$ cat src/rtl/tmr_pkg.sv
package tmr_pkg;
    typedef enum logic {
        MODE_INTERVAL = 1'b0,
        MODE_PWM      = 1'b1
    } tmr_mode_e;

    typedef enum logic {
        ADDR_CTRL = 1'b0,
        ADDR_CMP  = 1'b1
    } tmr_addr_e;

    localparam int CTRL_RUN  = 0;
    localparam int CTRL_MODE = 1;
    localparam int CTRL_IE   = 2;
    localparam int CTRL_FLAG = 3;

    typedef struct packed {
        logic      flag_keep;
        logic      ie;
        tmr_mode_e mode;
        logic      run;
    } tmr_ctrl_t;

    function automatic tmr_ctrl_t decode_ctrl(input logic [3:0] bits);
        tmr_ctrl_t c;
        c.run       = bits[CTRL_RUN];
        c.mode      = tmr_mode_e'(bits[CTRL_MODE]);
        c.ie        = bits[CTRL_IE];
        c.flag_keep = bits[CTRL_FLAG];
        return c;
    endfunction
endpackage

$ cat src/rtl/tmr_counter.sv
module tmr_counter
    import tmr_pkg::*;
#(
    parameter int W = 8
) (
    input  logic         clk,
    input  logic         rst,
    input  logic         tick,
    input  logic         run,
    input  logic         stop_wr,
    input  tmr_mode_e    mode,
    input  logic [W-1:0] cmp,
    output logic [W-1:0] cnt,
    output logic         match
);
    logic at_cmp;
    assign at_cmp = (cnt == cmp);
    assign match  = run && tick && !stop_wr && (mode == MODE_INTERVAL) && at_cmp;

    always_ff @(posedge clk) begin
        if (rst || stop_wr || !run) begin
            cnt <= '0;
        end else if (tick) begin
            if (mode == MODE_INTERVAL && at_cmp) cnt <= '0;
            else                                 cnt <= cnt + 1'b1;
        end
    end
endmodule

$ cat src/rtl/tmr_flag.sv
module tmr_flag (
    input  logic clk,
    input  logic rst,
    input  logic set,
    input  logic clr,
    input  logic ie,
    output logic flag,
    output logic irq
);
    always_ff @(posedge clk) begin
        if (rst)      flag <= 1'b0;
        else if (set) flag <= 1'b1;
        else if (clr) flag <= 1'b0;
    end

    assign irq = flag & ie;
endmodule

$ cat src/rtl/tmr_pwm.sv
module tmr_pwm
    import tmr_pkg::*;
#(
    parameter int W = 8
) (
    input  logic         run,
    input  tmr_mode_e    mode,
    input  logic [W-1:0] cnt,
    input  logic [W-1:0] cmp,
    output logic         pwm
);
    assign pwm = run && (mode == MODE_PWM) && (cnt < cmp);
endmodule

$ cat src/rtl/pwm_irq_timer.sv
module pwm_irq_timer
    import tmr_pkg::*;
#(
    parameter int W = 8
) (
    input  logic         clk,
    input  logic         rst,
    input  logic         tick,
    input  logic         wr_en,
    input  logic         wr_addr,
    input  logic [W-1:0] wr_data,
    output logic [W-1:0] count_o,
    output logic         flag_o,
    output logic         irq_o,
    output logic         pwm_o
);
    logic        run_q;
    tmr_mode_e   mode_q;
    logic        ie_q;
    logic [W-1:0] cmp_q;

    logic      ctrl_wr, cmp_wr, stop_wr, flag_clr, match;
    tmr_ctrl_t ctrl_in;

    assign ctrl_in  = decode_ctrl(wr_data[3:0]);
    assign ctrl_wr  = wr_en && (tmr_addr_e'(wr_addr) == ADDR_CTRL);
    assign cmp_wr   = wr_en && (tmr_addr_e'(wr_addr) == ADDR_CMP);
    assign stop_wr  = ctrl_wr && !ctrl_in.run;
    assign flag_clr = ctrl_wr && !ctrl_in.flag_keep;

    always_ff @(posedge clk) begin
        if (rst) begin
            run_q  <= 1'b0;
            mode_q <= MODE_INTERVAL;
            ie_q   <= 1'b0;
            cmp_q  <= '0;
        end else begin
            if (ctrl_wr) begin
                run_q  <= ctrl_in.run;
                mode_q <= ctrl_in.mode;
                ie_q   <= ctrl_in.ie;
            end
            if (cmp_wr) cmp_q <= wr_data;
        end
    end

    tmr_counter #(.W(W)) u_cnt (
        .clk(clk), .rst(rst), .tick(tick), .run(run_q), .stop_wr(stop_wr),
        .mode(mode_q), .cmp(cmp_q), .cnt(count_o), .match(match)
    );

    tmr_flag u_flag (
        .clk(clk), .rst(rst), .set(match), .clr(flag_clr), .ie(ie_q),
        .flag(flag_o), .irq(irq_o)
    );

    tmr_pwm #(.W(W)) u_pwm (
        .run(run_q), .mode(mode_q), .cnt(count_o), .cmp(cmp_q), .pwm(pwm_o)
    );
endmodule

$ cat config.mk
export PLATFORM = sky130hd
export DESIGN_NAME = pwm_irq_timer
export DESIGN_NICKNAME = d
export VERILOG_FILES = /design/src/rtl/tmr_pkg.sv /design/src/rtl/tmr_counter.sv /design/src/rtl/tmr_flag.sv /design/src/rtl/tmr_pwm.sv /design/src/rtl/pwm_irq_timer.sv
export SDC_FILE = /design/constraint.sdc
export NUM_CORES = 1
export LEC_CHECK = 0
export ABC_CLOCK_PERIOD_IN_PS = 1600
export BUFFER_PORTS_ARGS = -buffer_cell sky130_fd_sc_hd__buf_2
export CELL_PAD_IN_SITES_DETAIL_PLACEMENT = 2
export CELL_PAD_IN_SITES_GLOBAL_PLACEMENT = 2
export CORE_UTILIZATION = 28
export DETAILED_ROUTE_END_ITERATION = 10
export PLACE_DENSITY = 0.77
export SLEW_MARGIN = 20
export SYNTH_ARGS = -nofsm -noshare
export SYNTH_HDL_FRONTEND = slang
export SYNTH_SLANG_ARGS = --single-unit
$ cat constraint.sdc
create_clock -name clk -period 1.6 [get_ports clk]
set_input_delay 0.48 -clock clk [delete_from_list [all_inputs] [get_ports clk]]
set_output_delay 0.48 -clock clk [all_outputs]
set_load 0.01 [all_outputs]
### Word level (Yosys, flattened, before mapping)

Index checks and enable logic that the tools add are counted.

* add/sub/neg operators: 1
* multipliers: 0
* divide/modulo/power cells: 0
* $lt $le $gt $ge: 1
* equality and inequality tests: 1
* shifts and indexed selects: 0
* muxes and demuxes: 3
* bitwise logic cells: 3
* reduce and logical (&&, ||, !) cells: 18

Operators by type and width (count)
* $logic_and 1x1->1: 11
* $add 8x1->8 const B: 1
* $eq 8x8->1: 1
* $lt 8x8->1: 1
* $mux 8: 1
* $logic_not 1->1: 4
* $logic_or 1x1->1: 2
* $mux 1: 2
* $not 1->1: 2
* $reduce_bool 2->1: 1
* $and 1x1->1: 1

* bits in registers: 20
* latch bits: 0
* RAM bits: 0
* memory bits (read-only): 0
* bits of input ports: 13
* output and inout port bits: 11
* word-level logic and storage cells: 33
* memories: 0

### Longest topological paths before layout

* depth in word-level cells: 8
* gate-level depth with buffers: 5
* mapped depth without buffers: 5

### Modules after synthesis

From an unflattened synthesis, not the netlist that was laid out.

* cells, all modules: 131
* area total of the unflattened synthesis: 1209.9 um^2

Modules (own cells, without submodules)
* pwm_irq_timer: times used 1, cells each 50, area an instance 510.5 um^2, seq. area each 220.2 um^2
* tmr_counter: times used 1, cells each 50, area an instance 469.2 um^2, seq. area each 160.2 um^2
* tmr_pwm: times used 1, cells each 26, area an instance 185.2 um^2, seq. area each 0.0 um^2
* tmr_flag: times used 1, cells each 5, area an instance 45.0 um^2, seq. area each 20.0 um^2

### Worst setup path after synthesis

Ideal clock, no wire load.

* path kind: flip-flop to output port
* from: register u_cnt.cnt[3]
* to: output port pwm_o
* arrival time: 1.643 ns
* data required time: 1.120 ns
* setup slack: -0.523 ns
* cell stages (with the launch flop): 5
* buffers on the path: 0
* path through: dfxtp_1 > ha_1 > a21oi_1 > a31oi_1 > a2111oi_0

* word-level cells in the longest chain between the ends: 2

RTL lines
* from (decl): line tmr_counter.sv:13 `output logic [W-1:0] cnt,`
* from (signal assigned): line tmr_counter.sv:25 `else cnt <= cnt + 1'b1;`
* $lt 8x8->1: line tmr_pwm.sv:12 `assign pwm = run && (mode == MODE_PWM) && (cnt < cmp);`
* $logic_and 1x1->1: line tmr_pwm.sv:12
* to (decl): line pwm_irq_timer.sv:15 `output logic pwm_o`

Every way passes these cells.

### Final worst setup path

Ends and elaborated chain as after synthesis.

==> impl_metrics.toml <==
[floorplanning]
die_w_um = 63.5
die_height_um = 63.5
rows = 21
initial_core_util = 0.306
die_area_um2 = 4030
pin_count = 24
fp.coreArea_um2 = 3470

[job]
drv_cap = 0

[clocking]
holdBufCountCts = 0
clk_latency_ns = 0.26
cts.sinks = 20
clk_path_buf_depth = 2
cts_buffers = 3
cts_tree = "done"
ctsRootBufferMaster = "clkbuf_8"
h-tree-depth = 1
path_clk_slew_ns = 0.08

[logic_synthesis]
seq_area_frac_synth = 0.378
syn_nets = 142
synth_edf_count = 0
synth_cells = 120
ys_warn_count = 0
ys_types = 29
synthesis.area_um2 = 1060
ys_ff_latch = 20
async_flop_share = 0
postSynthAreaPerCell_um2 = 8.83
synth_flop_cell = "dfxtp_1"

[detailed_routing]
vias_per_cell = 4.99
via_count = 1027
routedWlPerCell_um = 16.7
first_iter_violations = 36
wirelength_mm = 3.43
firstDrtPassIters = 4
antenna_left = 0
route.detailed.drc = 0

[cells_and_area]
design_area_um2 = 1590
layout.nets = 183
stdcell_count = 206
drive_gt1_frac = 0.531
multiInputGateArea_um2 = 733
synthToLayoutAreaGrowth_pct = 49.8
antennaDiodeCount = 0
nFillCells = 397
register_area_um2 = 430

[place]
hpwl_mm = 2.58
place_ws_ns = -0.176
port_buffers = 23
post-place-cells = 201
postPlaceCellArea_um2 = 1460
gp_congestion = 0.692

[sta]
setup_viol = 1
fmax_mhz = 501
worst_slack_ns = -0.395
min_period_ns = 1.99
finalClockSkew_ns = 0.00392
maxSlewViolCount = 0
finalCritPeriodShare = 1.25
tightest_slew_ns = 0.267
hold_viol = 0
rsz0062_at_grt = "yes"
fin_tns_setup_ns = -0.395
relSlewSlack = 0.820

[critical_path]
worstPathArrival_ns = 1.51
startpoint_type = "flop"
crit_path_cell_trace = "ha_4 > a21oi_2 > a31oi_2 > a2111oi_2 > buf_2"
slowest_stage = "dfxtp_4"
cp.required_ns = 1.12
slowest_delay_ns = 0.36
end_kind = "output port"
critPathBufInv = 1
r2r-start = "cmp_q[5]"
path_delay_family = "compound AO/OA/AOI/OAI gates"
path_class = "flop to output port"
crit_path_max_fanout = 4
startpoint = "u_cnt.cnt[3]"

[global_route]
antenna_found_initial = 0
grt_max_degree = 13
track_usage = 0.181
grt_pass1_wl_mm = 5.55
grt_overflow = 0
grt_pass1_vias = 1152

[worst_hold_path]
worstHoldStart = "wr_data[7]"
min_path_type = "input port to flop"

[power]
power_switching_share = 0.246
p_int_w = 0.000854
switchingPower_w = 0.000279
p_per_area_nw_per_um2 = 713
p_leak_nw = 0.657
power_frac_comb = 0.151
power_frac_seq = 0.453
ir_worst_vdd_mv = 0.393
power_frac_clock = 0.397

[run_status]
status = "finished, violations left"
violations = "negative setup slack"
-- power groups by stage --
stage | combinational (W) | sequential (W) | clock [W]
2_1_floorplan | 0.0000871 | 0.000521 | 0
3_3_place_gp | 0.000140 | 0.000522 | 0
3_5_place_dp | 0.000149 | 0.000523 | 0
4_1_cts | 0.000158 | 0.000511 | 0.000460
5_1_grt | 0.000186 | 0.000515 | 0.000489
6_report | 0.000171 | 0.000513 | 0.000449
-- flip-flops by register name (all words and copies together), names as in the netlist --
register,cells
cmp_q,8
mode_q,1
ie_q,1
u_flag.flag,1
u_cnt.cnt,8
run_q,1
-- tightest hold or removal path: cells and delay by family --
| family | cells | cell delay, ns |
|---|---|---|
| simple gates | 1 | 0.06 |
| compound gates | 1 | 0.05 |
| buf+inv | 1 | 0.10 |
-- cell type report --
| type | count | share of cell area |
|---|---|---|
| Timing Repair Buffer | 41 | 0.170 |
| Multi-Input combinational cell | 87 | 0.462 |
| Sequential cell | 20 | 0.271 |
| Inverter | 8 | 0.0189 |
| Tap cell | 46 | 0.0362 |
| Clock buffer | 4 | 0.0418 |
-- cell families (layout without fill, tap and decap cells) --
| family | count (synthesis) | after routing | share of synthesized area |
|---|---|---|---|
| buffers and inverters | 13 | 53 | 0.0626 |
| adders and majority gates | 9 | 9 | 0.106 |
| DFF | 20 | 20 | 0.378 |
| AOI/OAI and AO/OA | 21 | 21 | 0.131 |
| and+or+nand+nor | 49 | 49 | 0.251 |
| xor gates and xnor gates | 4 | 4 | 0.0331 |
| muxes | 4 | 4 | 0.0378 |
-- cell usage after synthesis (all sizes together), types with 3 or more instances --
library cell | instances | area, µm²
buf | 4 | 32.5
nor2 | 4 | 15.0
nand4 | 5 | 43.8
nand3 | 10 | 50.1
dfxtp | 20 | 400
a21oi | 10 | 50.1
ha | 9 | 113
mux2i | 4 | 40.0
o21ai | 6 | 41.3
a211oi | 3 | 32.5
inv | 8 | 30.0
nand2 | 13 | 48.8
or3 | 4 | 25.0
xor2 | 3 | 26.3
nor3 | 6 | 35.0
-- worst paths after layout --
| check | end | slack, ns | cells past startpoint |
|---|---|---|---|
| setup reg to reg | u_flag.flag | 0.02 | 6 |
| hold reg to reg | cmp_q[2] | 0.46 | 2 |
| setup / recovery | pwm_o | -0.39 | 5 |
| hold / removal | cmp_q[7] | 0.46 | 3 |
-- repair_timing --
action | 4_1_cts | 5_1_grt
gates resized for setup | 8 | 11
buffers inserted | 1 | 1
cloned | 0 | 0
endpoints found under the setup margin | 1 | 10
pin swaps | 5 | 2
-- routing by layer --
metal	global-route usage	wire length, µm	vias up	share of wire
met5	0	0	-	0
met4	0.0511	59	0	0.017
met3	0.0453	106	6	0.031
met2	0.350	1930	23	0.56
met1	0.188	1340	496	0.39
li1	-	-	502	-
-- per-stage QoR --
step                      hold slack [ns]  power (W)   util
after global routing                0.468    0.00119  0.458
after floorplan                     0.434   0.000609      -
after CTS                           0.459    0.00113  0.447
final                               0.462    0.00113  0.458
after global placement              0.450   0.000662  0.420
after detailed placement            0.459   0.000672  0.420
-- cell usage in the layout (no fill, tap or decap), types with 2 or more instances in the layout --
cell type   n
nor3_1      4
o21ai_0     4
nor2b_1     2
buf_4      15
ha_1        2
a21oi_1     8
nand2_1    12
nand4_1     3
ha_4        7
nand3_1    10
inv_1       4
mux2i_1     4
or3_1       3
buf_2      23
buf_6       2
nor2_1      3
a211oi_2    2
nand4_2     2
xor2_1      3
inv_2       4
clkbuf_8    3
dfxtp_2     9
nand3b_1    2
dfxtp_1     6
dfxtp_4     5
(Power assumes the default switching activity.)
